<file path="config.mk">
export PLATFORM = sky130hd
export DESIGN_NAME = csdec_top
export DESIGN_NICKNAME = d
export VERILOG_FILES = /design/src/rtl/csdec_pkg.sv /design/src/rtl/csdec_regs.sv /design/src/rtl/csdec_match.sv /design/src/rtl/csdec_timer.sv /design/src/rtl/csdec_top.sv
export SDC_FILE = /design/constraint.sdc
export NUM_CORES = 1
export LEC_CHECK = 0
export CAP_MARGIN = 20
export CORE_UTILIZATION = 30
export CTS_CLUSTER_DIAMETER = 80
export CTS_CLUSTER_SIZE = 30
export DETAILED_ROUTE_END_ITERATION = 6
export PLACE_DENSITY = 0.55
export SLEW_MARGIN = 20
export SYNTH_ARGS = -nofsm -noshare
export SYNTH_HDL_FRONTEND = slang
export SYNTH_SLANG_ARGS = --single-unit
</file>
<file path="constraint.sdc">
create_clock -name clk -period 1.7 [get_ports clk]
set_input_delay 0.34 -clock clk [delete_from_list [all_inputs] [get_ports clk]]
set_output_delay 0.34 -clock clk [all_outputs]
set_load 0.005 [all_outputs]
</file>
<file path="src/rtl/csdec_pkg.sv">
package csdec_pkg;
  localparam int SPACE_N = 6;
  localparam int WS_W    = 4;

  typedef enum logic [2:0] {
    SP_UDATA = 3'd0, SP_UCODE = 3'd1, SP_SDATA = 3'd2,
    SP_SCODE = 3'd3, SP_IACK  = 3'd4, SP_DMA   = 3'd5
  } space_e;

  typedef struct packed {
    logic               bw;
    logic               br;
    logic [1:0]         ps;
    logic               aa;
    logic [WS_W-1:0]    ws;
    logic [SPACE_N-1:0] smask;
    logic               valid;
  } cs_ctrl_t;

  typedef enum logic { ST_IDLE = 1'b0, ST_ACTIVE = 1'b1 } cyc_st_e;
endpackage

</file>
<file path="src/rtl/csdec_regs.sv">
module csdec_regs
  import csdec_pkg::*;
#(
  parameter int NUM_CS = 5,
  parameter int TAG_W  = 16,
  parameter int SEL_W  = 3
) (
  input  logic                          clk,
  input  logic                          rst_n,
  input  logic                          cfg_we,
  input  logic [SEL_W-1:0]              cfg_sel,
  input  logic [1:0]                    cfg_field,
  input  logic [15:0]                   cfg_data,
  output logic [NUM_CS-1:0][TAG_W-1:0]  base_o,
  output logic [NUM_CS-1:0][TAG_W-1:0]  mask_o,
  output cs_ctrl_t [NUM_CS-1:0]         ctrl_o,
  output logic                          boot_o
);
  localparam int BODY_W = $bits(cs_ctrl_t) - 1;
  localparam logic [BODY_W-1:0] CS0_BODY_RST = {1'b0, 1'b0, 2'b10, 1'b1, 4'hF, 6'b000000};

  logic [NUM_CS-1:0] valid_q, valid_d;
  logic              boot_q, boot_d;
  logic [NUM_CS-1:0] wr_base, wr_mask, wr_ctrl;

  for (genvar i = 0; i < NUM_CS; i++) begin : g_sel
    logic [BODY_W-1:0] body_q;
    assign wr_base[i] = cfg_we && (cfg_sel == SEL_W'(i)) && (cfg_field == 2'd0);
    assign wr_mask[i] = cfg_we && (cfg_sel == SEL_W'(i)) && (cfg_field == 2'd1);
    assign wr_ctrl[i] = cfg_we && (cfg_sel == SEL_W'(i)) && (cfg_field == 2'd2);

    always_ff @(posedge clk) begin
      if (wr_base[i]) base_o[i] <= cfg_data[TAG_W-1:0];
      if (wr_mask[i]) mask_o[i] <= cfg_data[TAG_W-1:0];
    end

    if (i == 0) begin : g_boot_body
      always_ff @(posedge clk or negedge rst_n) begin
        if (!rst_n)          body_q <= CS0_BODY_RST;
        else if (wr_ctrl[i]) body_q <= cfg_data[BODY_W:1];
      end
    end else begin : g_plain_body
      always_ff @(posedge clk) begin
        if (wr_ctrl[i]) body_q <= cfg_data[BODY_W:1];
      end
    end

    assign ctrl_o[i] = cs_ctrl_t'({body_q, valid_q[i]});
  end

  always_comb begin
    for (int i = 0; i < NUM_CS; i++)
      valid_d[i] = wr_ctrl[i] ? cfg_data[0] : valid_q[i];
    boot_d = boot_q && !(wr_ctrl[0] && cfg_data[0]);
  end

  always_ff @(posedge clk or negedge rst_n) begin
    if (!rst_n) begin
      valid_q <= '0;
      boot_q  <= 1'b1;
    end else begin
      valid_q <= valid_d;
      boot_q  <= boot_d;
    end
  end

  assign boot_o = boot_q;
endmodule

</file>
<file path="src/rtl/csdec_match.sv">
module csdec_match
  import csdec_pkg::*;
#(
  parameter int NUM_CS = 5,
  parameter int TAG_W  = 16
) (
  input  logic [TAG_W-1:0]              tag,
  input  logic [2:0]                    space,
  input  logic [NUM_CS-1:0][TAG_W-1:0]  base,
  input  logic [NUM_CS-1:0][TAG_W-1:0]  mask,
  input  cs_ctrl_t [NUM_CS-1:0]         ctrl,
  input  logic                          boot,
  output logic                          hit,
  output logic [NUM_CS-1:0]             sel_oh,
  output cs_ctrl_t                      sel_ctrl
);
  logic [SPACE_N-1:0] space_oh;
  logic [NUM_CS-1:0]  hit_vec;

  assign space_oh = (space < 3'(SPACE_N)) ? SPACE_N'(1) << space : '0;

  for (genvar i = 0; i < NUM_CS; i++) begin : g_cmp
    logic tag_ok, space_ok, en_ok;
    assign space_ok = |(space_oh & ~ctrl[i].smask);
    if (i == 0) begin : g_global
      assign tag_ok = boot || (((tag ^ base[i]) & ~mask[i]) == '0);
      assign en_ok  = boot || ctrl[i].valid;
    end else begin : g_normal
      assign tag_ok = (((tag ^ base[i]) & ~mask[i]) == '0);
      assign en_ok  = ctrl[i].valid;
    end
    assign hit_vec[i] = tag_ok && en_ok && space_ok;
  end

  always_comb begin
    sel_oh   = '0;
    sel_ctrl = '0;
    for (int i = NUM_CS - 1; i >= 0; i--) begin
      if (hit_vec[i]) begin
        sel_oh    = '0;
        sel_oh[i] = 1'b1;
        sel_ctrl  = ctrl[i];
      end
    end
    hit = |hit_vec;
  end
endmodule

</file>
<file path="src/rtl/csdec_timer.sv">
module csdec_timer
  import csdec_pkg::*;
#(
  parameter int NUM_CS = 5
) (
  input  logic              clk,
  input  logic              rst_n,
  input  logic              start,
  input  logic              hit,
  input  logic [NUM_CS-1:0] sel_oh,
  input  cs_ctrl_t          sel_ctrl,
  input  logic              ext_ack,
  output logic [NUM_CS-1:0] cs_act,
  output logic              ta,
  output logic [1:0]        port_size,
  output logic              burst_rd,
  output logic              burst_wr
);
  cyc_st_e           st_q, st_d;
  logic [WS_W-1:0]   cnt_q, cnt_d;
  logic [NUM_CS-1:0] cs_q, cs_d;
  logic              aa_q, aa_d;
  logic [1:0]        ps_q, ps_d;
  logic              br_q, br_d, bw_q, bw_d;
  logic              load_en, done;

  assign done    = (st_q == ST_ACTIVE) && (aa_q ? (cnt_q == '0) : ext_ack);
  assign load_en = (st_q == ST_IDLE) && start && hit;

  always_comb begin
    st_d = st_q; cnt_d = cnt_q; cs_d = cs_q;
    aa_d = aa_q; ps_d = ps_q; br_d = br_q; bw_d = bw_q;
    if (load_en) begin
      st_d  = ST_ACTIVE;
      cnt_d = sel_ctrl.ws;
      cs_d  = sel_oh;
      aa_d  = sel_ctrl.aa;
      ps_d  = sel_ctrl.ps;
      br_d  = sel_ctrl.br;
      bw_d  = sel_ctrl.bw;
    end else if (done) begin
      st_d = ST_IDLE;
      cs_d = '0;
      ps_d = 2'b00;
      br_d = 1'b0;
      bw_d = 1'b0;
    end else if (st_q == ST_ACTIVE && cnt_q != '0) begin
      cnt_d = cnt_q - 1'b1;
    end
  end

  always_ff @(posedge clk or negedge rst_n) begin
    if (!rst_n) begin
      st_q <= ST_IDLE; cnt_q <= '0; cs_q <= '0; aa_q <= 1'b0;
      ps_q <= 2'b00;   br_q  <= 1'b0; bw_q <= 1'b0;
    end else begin
      st_q <= st_d; cnt_q <= cnt_d; cs_q <= cs_d; aa_q <= aa_d;
      ps_q <= ps_d; br_q  <= br_d;  bw_q <= bw_d;
    end
  end

  assign cs_act    = cs_q;
  assign ta        = done;
  assign port_size = ps_q;
  assign burst_rd  = br_q;
  assign burst_wr  = bw_q;
endmodule

</file>
<file path="src/rtl/csdec_top.sv">
module csdec_top
  import csdec_pkg::*;
#(
  parameter int NUM_CS = 5,
  parameter int AW     = 32,
  localparam int TAG_W = 16,
  localparam int SEL_W = (NUM_CS > 1) ? $clog2(NUM_CS) : 1
) (
  input  logic              clk,
  input  logic              rst_n,
  input  logic              cfg_we,
  input  logic [SEL_W-1:0]  cfg_sel,
  input  logic [1:0]        cfg_field,
  input  logic [15:0]       cfg_data,
  input  logic              cyc_start,
  input  logic [AW-1:0]     cyc_addr,
  input  logic [2:0]        cyc_space,
  input  logic              ext_ack,
  output logic [NUM_CS-1:0] cs_act,
  output logic              ta,
  output logic [1:0]        port_size,
  output logic              burst_rd,
  output logic              burst_wr
);
  logic rst_meta_q, rst_sync_q;

  always_ff @(posedge clk or negedge rst_n) begin
    if (!rst_n) begin
      rst_meta_q <= 1'b0;
      rst_sync_q <= 1'b0;
    end else begin
      rst_meta_q <= 1'b1;
      rst_sync_q <= rst_meta_q;
    end
  end

  logic [NUM_CS-1:0][TAG_W-1:0] base_w, mask_w;
  cs_ctrl_t [NUM_CS-1:0]        ctrl_w;
  cs_ctrl_t                     sel_ctrl_w;
  logic                         boot_w, hit_w;
  logic [NUM_CS-1:0]            sel_oh_w;

  csdec_regs #(.NUM_CS(NUM_CS), .TAG_W(TAG_W), .SEL_W(SEL_W)) u_regs (
    .clk(clk), .rst_n(rst_sync_q), .cfg_we(cfg_we), .cfg_sel(cfg_sel),
    .cfg_field(cfg_field), .cfg_data(cfg_data),
    .base_o(base_w), .mask_o(mask_w), .ctrl_o(ctrl_w), .boot_o(boot_w)
  );

  csdec_match #(.NUM_CS(NUM_CS), .TAG_W(TAG_W)) u_match (
    .tag(cyc_addr[AW-1 -: TAG_W]), .space(cyc_space),
    .base(base_w), .mask(mask_w), .ctrl(ctrl_w), .boot(boot_w),
    .hit(hit_w), .sel_oh(sel_oh_w), .sel_ctrl(sel_ctrl_w)
  );

  csdec_timer #(.NUM_CS(NUM_CS)) u_timer (
    .clk(clk), .rst_n(rst_sync_q), .start(cyc_start), .hit(hit_w),
    .sel_oh(sel_oh_w), .sel_ctrl(sel_ctrl_w), .ext_ack(ext_ack),
    .cs_act(cs_act), .ta(ta), .port_size(port_size),
    .burst_rd(burst_rd), .burst_wr(burst_wr)
  );
endmodule

</file>
==> metrics.yaml <==
power.density_cell_area_nw_per_um2: 877
timing_max_transition_violations_final: 0
layout.area.seq_um2: 7570
grt_first_pass_wirelength_um: 37300
synth_commonest_cells: "220 x edfxtp_1, 81 x xnor2_1, 36 x o22ai_1"
grt.overflow.total: 0
run_status: "finished with violations"
static-leakage-power_nw: 4.87
clock_skew_ns: 0.0212
worst_r2r_startpoint: "u_regs.base_o[2]"
place_congestion: 0.753
worst_hold_slack_ns: 0.306
via_count_of_the_first_global_routing_pass: 5997
ys_types: 70
timing.critical_path.arrival_ns: 2.68
cts_tree: "yes"
drive_above_1_share_pct: 38.0
cts-buffers-inserted: 13
vias_per_cell: 4.56
critPathLaunchType: "flip-flop"
post-route-period-util_pct: 136
r2r_setup_slack_ns: -0.62
detail_route.first_pass.iterations: 4
syn_to_layout_area_delta_pct: 32.5
postSynthCellCount: 622
timing.hold.worst.class: "reg -> async"
drc_errors: 0
relSlewSlack_pct: 66.0
crit_fanout: 6
grt_use_total_pct: 14.1
wl_per_cell_um: 19.4
ioPinCount: 71
drt_iter0_drc: 361
synth_enable_flop_cells: 220
endpoint_of_the_worst_register_to_register_path: "u_timer.cnt_q[2]"
rsz0062_at_grt: "true"
ant_nets: 0
finalHoldViolCount: 0
worst_slew_pin_slew_ns: 0.510
final-setup-viol-count: 16
post_synth.cell_area_avg_um2: 16.6
timing.max_cap.violations: 0
placement_rows: 67
core-area_um2: 33700
violations_in_the_final_reports: "setup timing"
clk_latency_worst_skew_pair_ns: 0.49
grt_antenna_before_repair: 0
max-vdd-ir-drop_mv: 0.612
pre_cts_ws_ns: -1.21
fillCellCount: 3081
synth_top_cell_area_share_pct: 63.9
yosys.cell_count.top_type: "edfxtp_1"
die_w_um: 188
clock-root-buffer: "clkbuf_16"
ctsLongestPathBuffers: 3
critical_path_class: "reg -> reg"
yosys_register_bits: 258
timing.final.crit_period_ns: 2.32
die_height_um: 188
die-area_um2: 35200
synth_top_area_cell: "edfxtp_1"
rr_worst_depth: 8
hpwlAfterDp_um: 16200
critPathRequiredTime_ns: 2.07
syn_nets: 684
total_area_of_multi_input_combinational_cells_um2: 3070
final_critical_path_setup_slack_ns: -0.617
fin_nets: 871
vias: 5758
grt_max_degree: 37
clkSinkCount: 258
synth-async-reset-ratio_pct: 14.7
count_of_yosys_warnings_during_synthesis: 0
synth_area_um2: 10300
cts_max_level: 1
synth.area.top_cells: "edfxtp_1 64%, dfrtp_1 7.5%, xnor2_1 6.9%, mux2_2 2.3%, o22ai_1 2.2%"
route.final.wire_length_um: 24500
clk_pin_slew_ns: 0.11
synth_top_flop_cell: "edfxtp_1"
fmaxAchievable_mhz: 432
ys_seq_area_share_pct: 73.2
worst_setup_path_end_kind: "flip-flop"
placement.io_buffers: 54
initial_utilization_pct: 30.7
-- worst max path at each step --
stage | startpoint | to | slack, ns | depth (start not counted)
CTS | u_regs.base_o[63] | u_timer.aa_q | -0.55 | 10
floorplan | cyc_space[0] | u_timer.cnt_q[2] | -0.34 | 11
global route | u_regs.base_o[48] | u_timer.aa_q | -0.70 | 10
detailed placement | cyc_addr[18] | u_timer.cnt_q[2] | -1.21 | 9
finish | u_regs.base_o[2] | u_timer.cnt_q[2] | -0.62 | 8
global placement | cyc_addr[18] | u_timer.port_size[1] | -1.20 | 10
-- kinds of logic after synthesis --
| logic type | synth area share (%) |
|---|---|
| AO/OA/AOI/OAI | 6.92 |
| XOR/XNOR | 6.95 |
| adder cells (fa/ha/maj) | 0.121 |
| buffers and inverters | 2.82 |
| flip-flops | 73.2 |
| multiplexers | 3.85 |
| other | 0.0363 |
| AND/OR/NAND/NOR | 6.07 |
-- layout make-up --
| cell class | instances | share of cell area (%) |
|---|---|---|
| sequential | 258 | 55.3 |
| clock inverter | 3 | 0.320 |
| multi-input combinational | 320 | 22.5 |
| antenna | 1 | 0.0183 |
| timing repair buffer | 200 | 14.9 |
| clock buffer | 16 | 2.46 |
| tap | 448 | 4.10 |
| inverter | 16 | 0.494 |
-- per-layer routing --
layer / global-route usage [%] / vias up / part of all wire [%]
met2: 23.8 / 90 / 49
met4: 2.56 / 0 / 1.5
li1: - / 2725 / -
met3: 1.74 / 23 / 3.4
met5: 0 / - / 0
met1: 19.7 / 2920 / 46
-- through the flow --
stage	setup TNS, ns	area, um^2	total power, W	utilization (%)	instances
global route	-9.14	13700	0.0125	40.6	1261
detailed placement	-79.29	12700	0.00857	37.6	1214
global placement	-76.77	12700	0.00855	37.6	1214
CTS	-7.40	13500	0.0121	39.9	1258
finish	-7.79	13700	0.0120	40.6	1262
floorplan	-4.47	10600	0.00790	-	622
-- state kept, by name, summed over array words and instances (netlist names), 2 cells and up --
name                 cells
u_timer.cnt_q            4
u_regs.base_o           80
u_timer.port_size        2
u_regs.valid_q           5
u_regs.g_sel.body_q     75
u_timer.cs_act           5
u_regs.mask_o           80
-- layout by cell type, fill, tap and decap left out, drive strengths merged, types with 5 or more instances in the layout --
cell             n
dfstp            7
nor3            18
clkdlybuf4s50   35
mux2            22
nand3           10
xnor2           81
dlygate4sd2     13
o21ai           11
dfrtp           31
o31ai            8
edfxtp         220
mux2i           15
nand2           11
o22ai           39
nand4            5
nand2b           5
dlymetal6s2s     5
buf            146
a221oi           5
inv             18
clkbuf          16
nor4             6
and3             5
nor2            35
-- where the power goes --
| part | switching, W | leakage [nW] | total (W) | internal, W |
|---|---|---|---|---|
| logic | 0.000625 | 2.23 | 0.00132 | 0.000699 |
| registers | 0.000108 | 2.46 | 0.00719 | 0.00709 |
| clock network | 0.00199 | 0.184 | 0.00348 | 0.00149 |
| total | 0.00273 | 4.87 | 0.0120 | 0.00927 |
-- worst max-delay path, cell delays in order, from the launching register on --
cell,delay [ns]
edfxtp_1,0.43
xnor2_2,0.16
o22ai_2,0.28
nor4_4,0.07
a31oi_4,0.30
o21ai_4,0.11
o31ai_4,0.36
buf_6,0.21
mux2_4,0.30
-- timing repair --
action                                  in CTS  in global routing
setup buffers                               24                  3
hold buffers                                 1                  0
endpoints found under the setup margin      25                 20
pin swaps                                   29                 26
gates cloned                                 2                  0
hold endpoints to repair                     2                  0
resized for setup                           70                 41
Power figures use the tool's default switching activity.
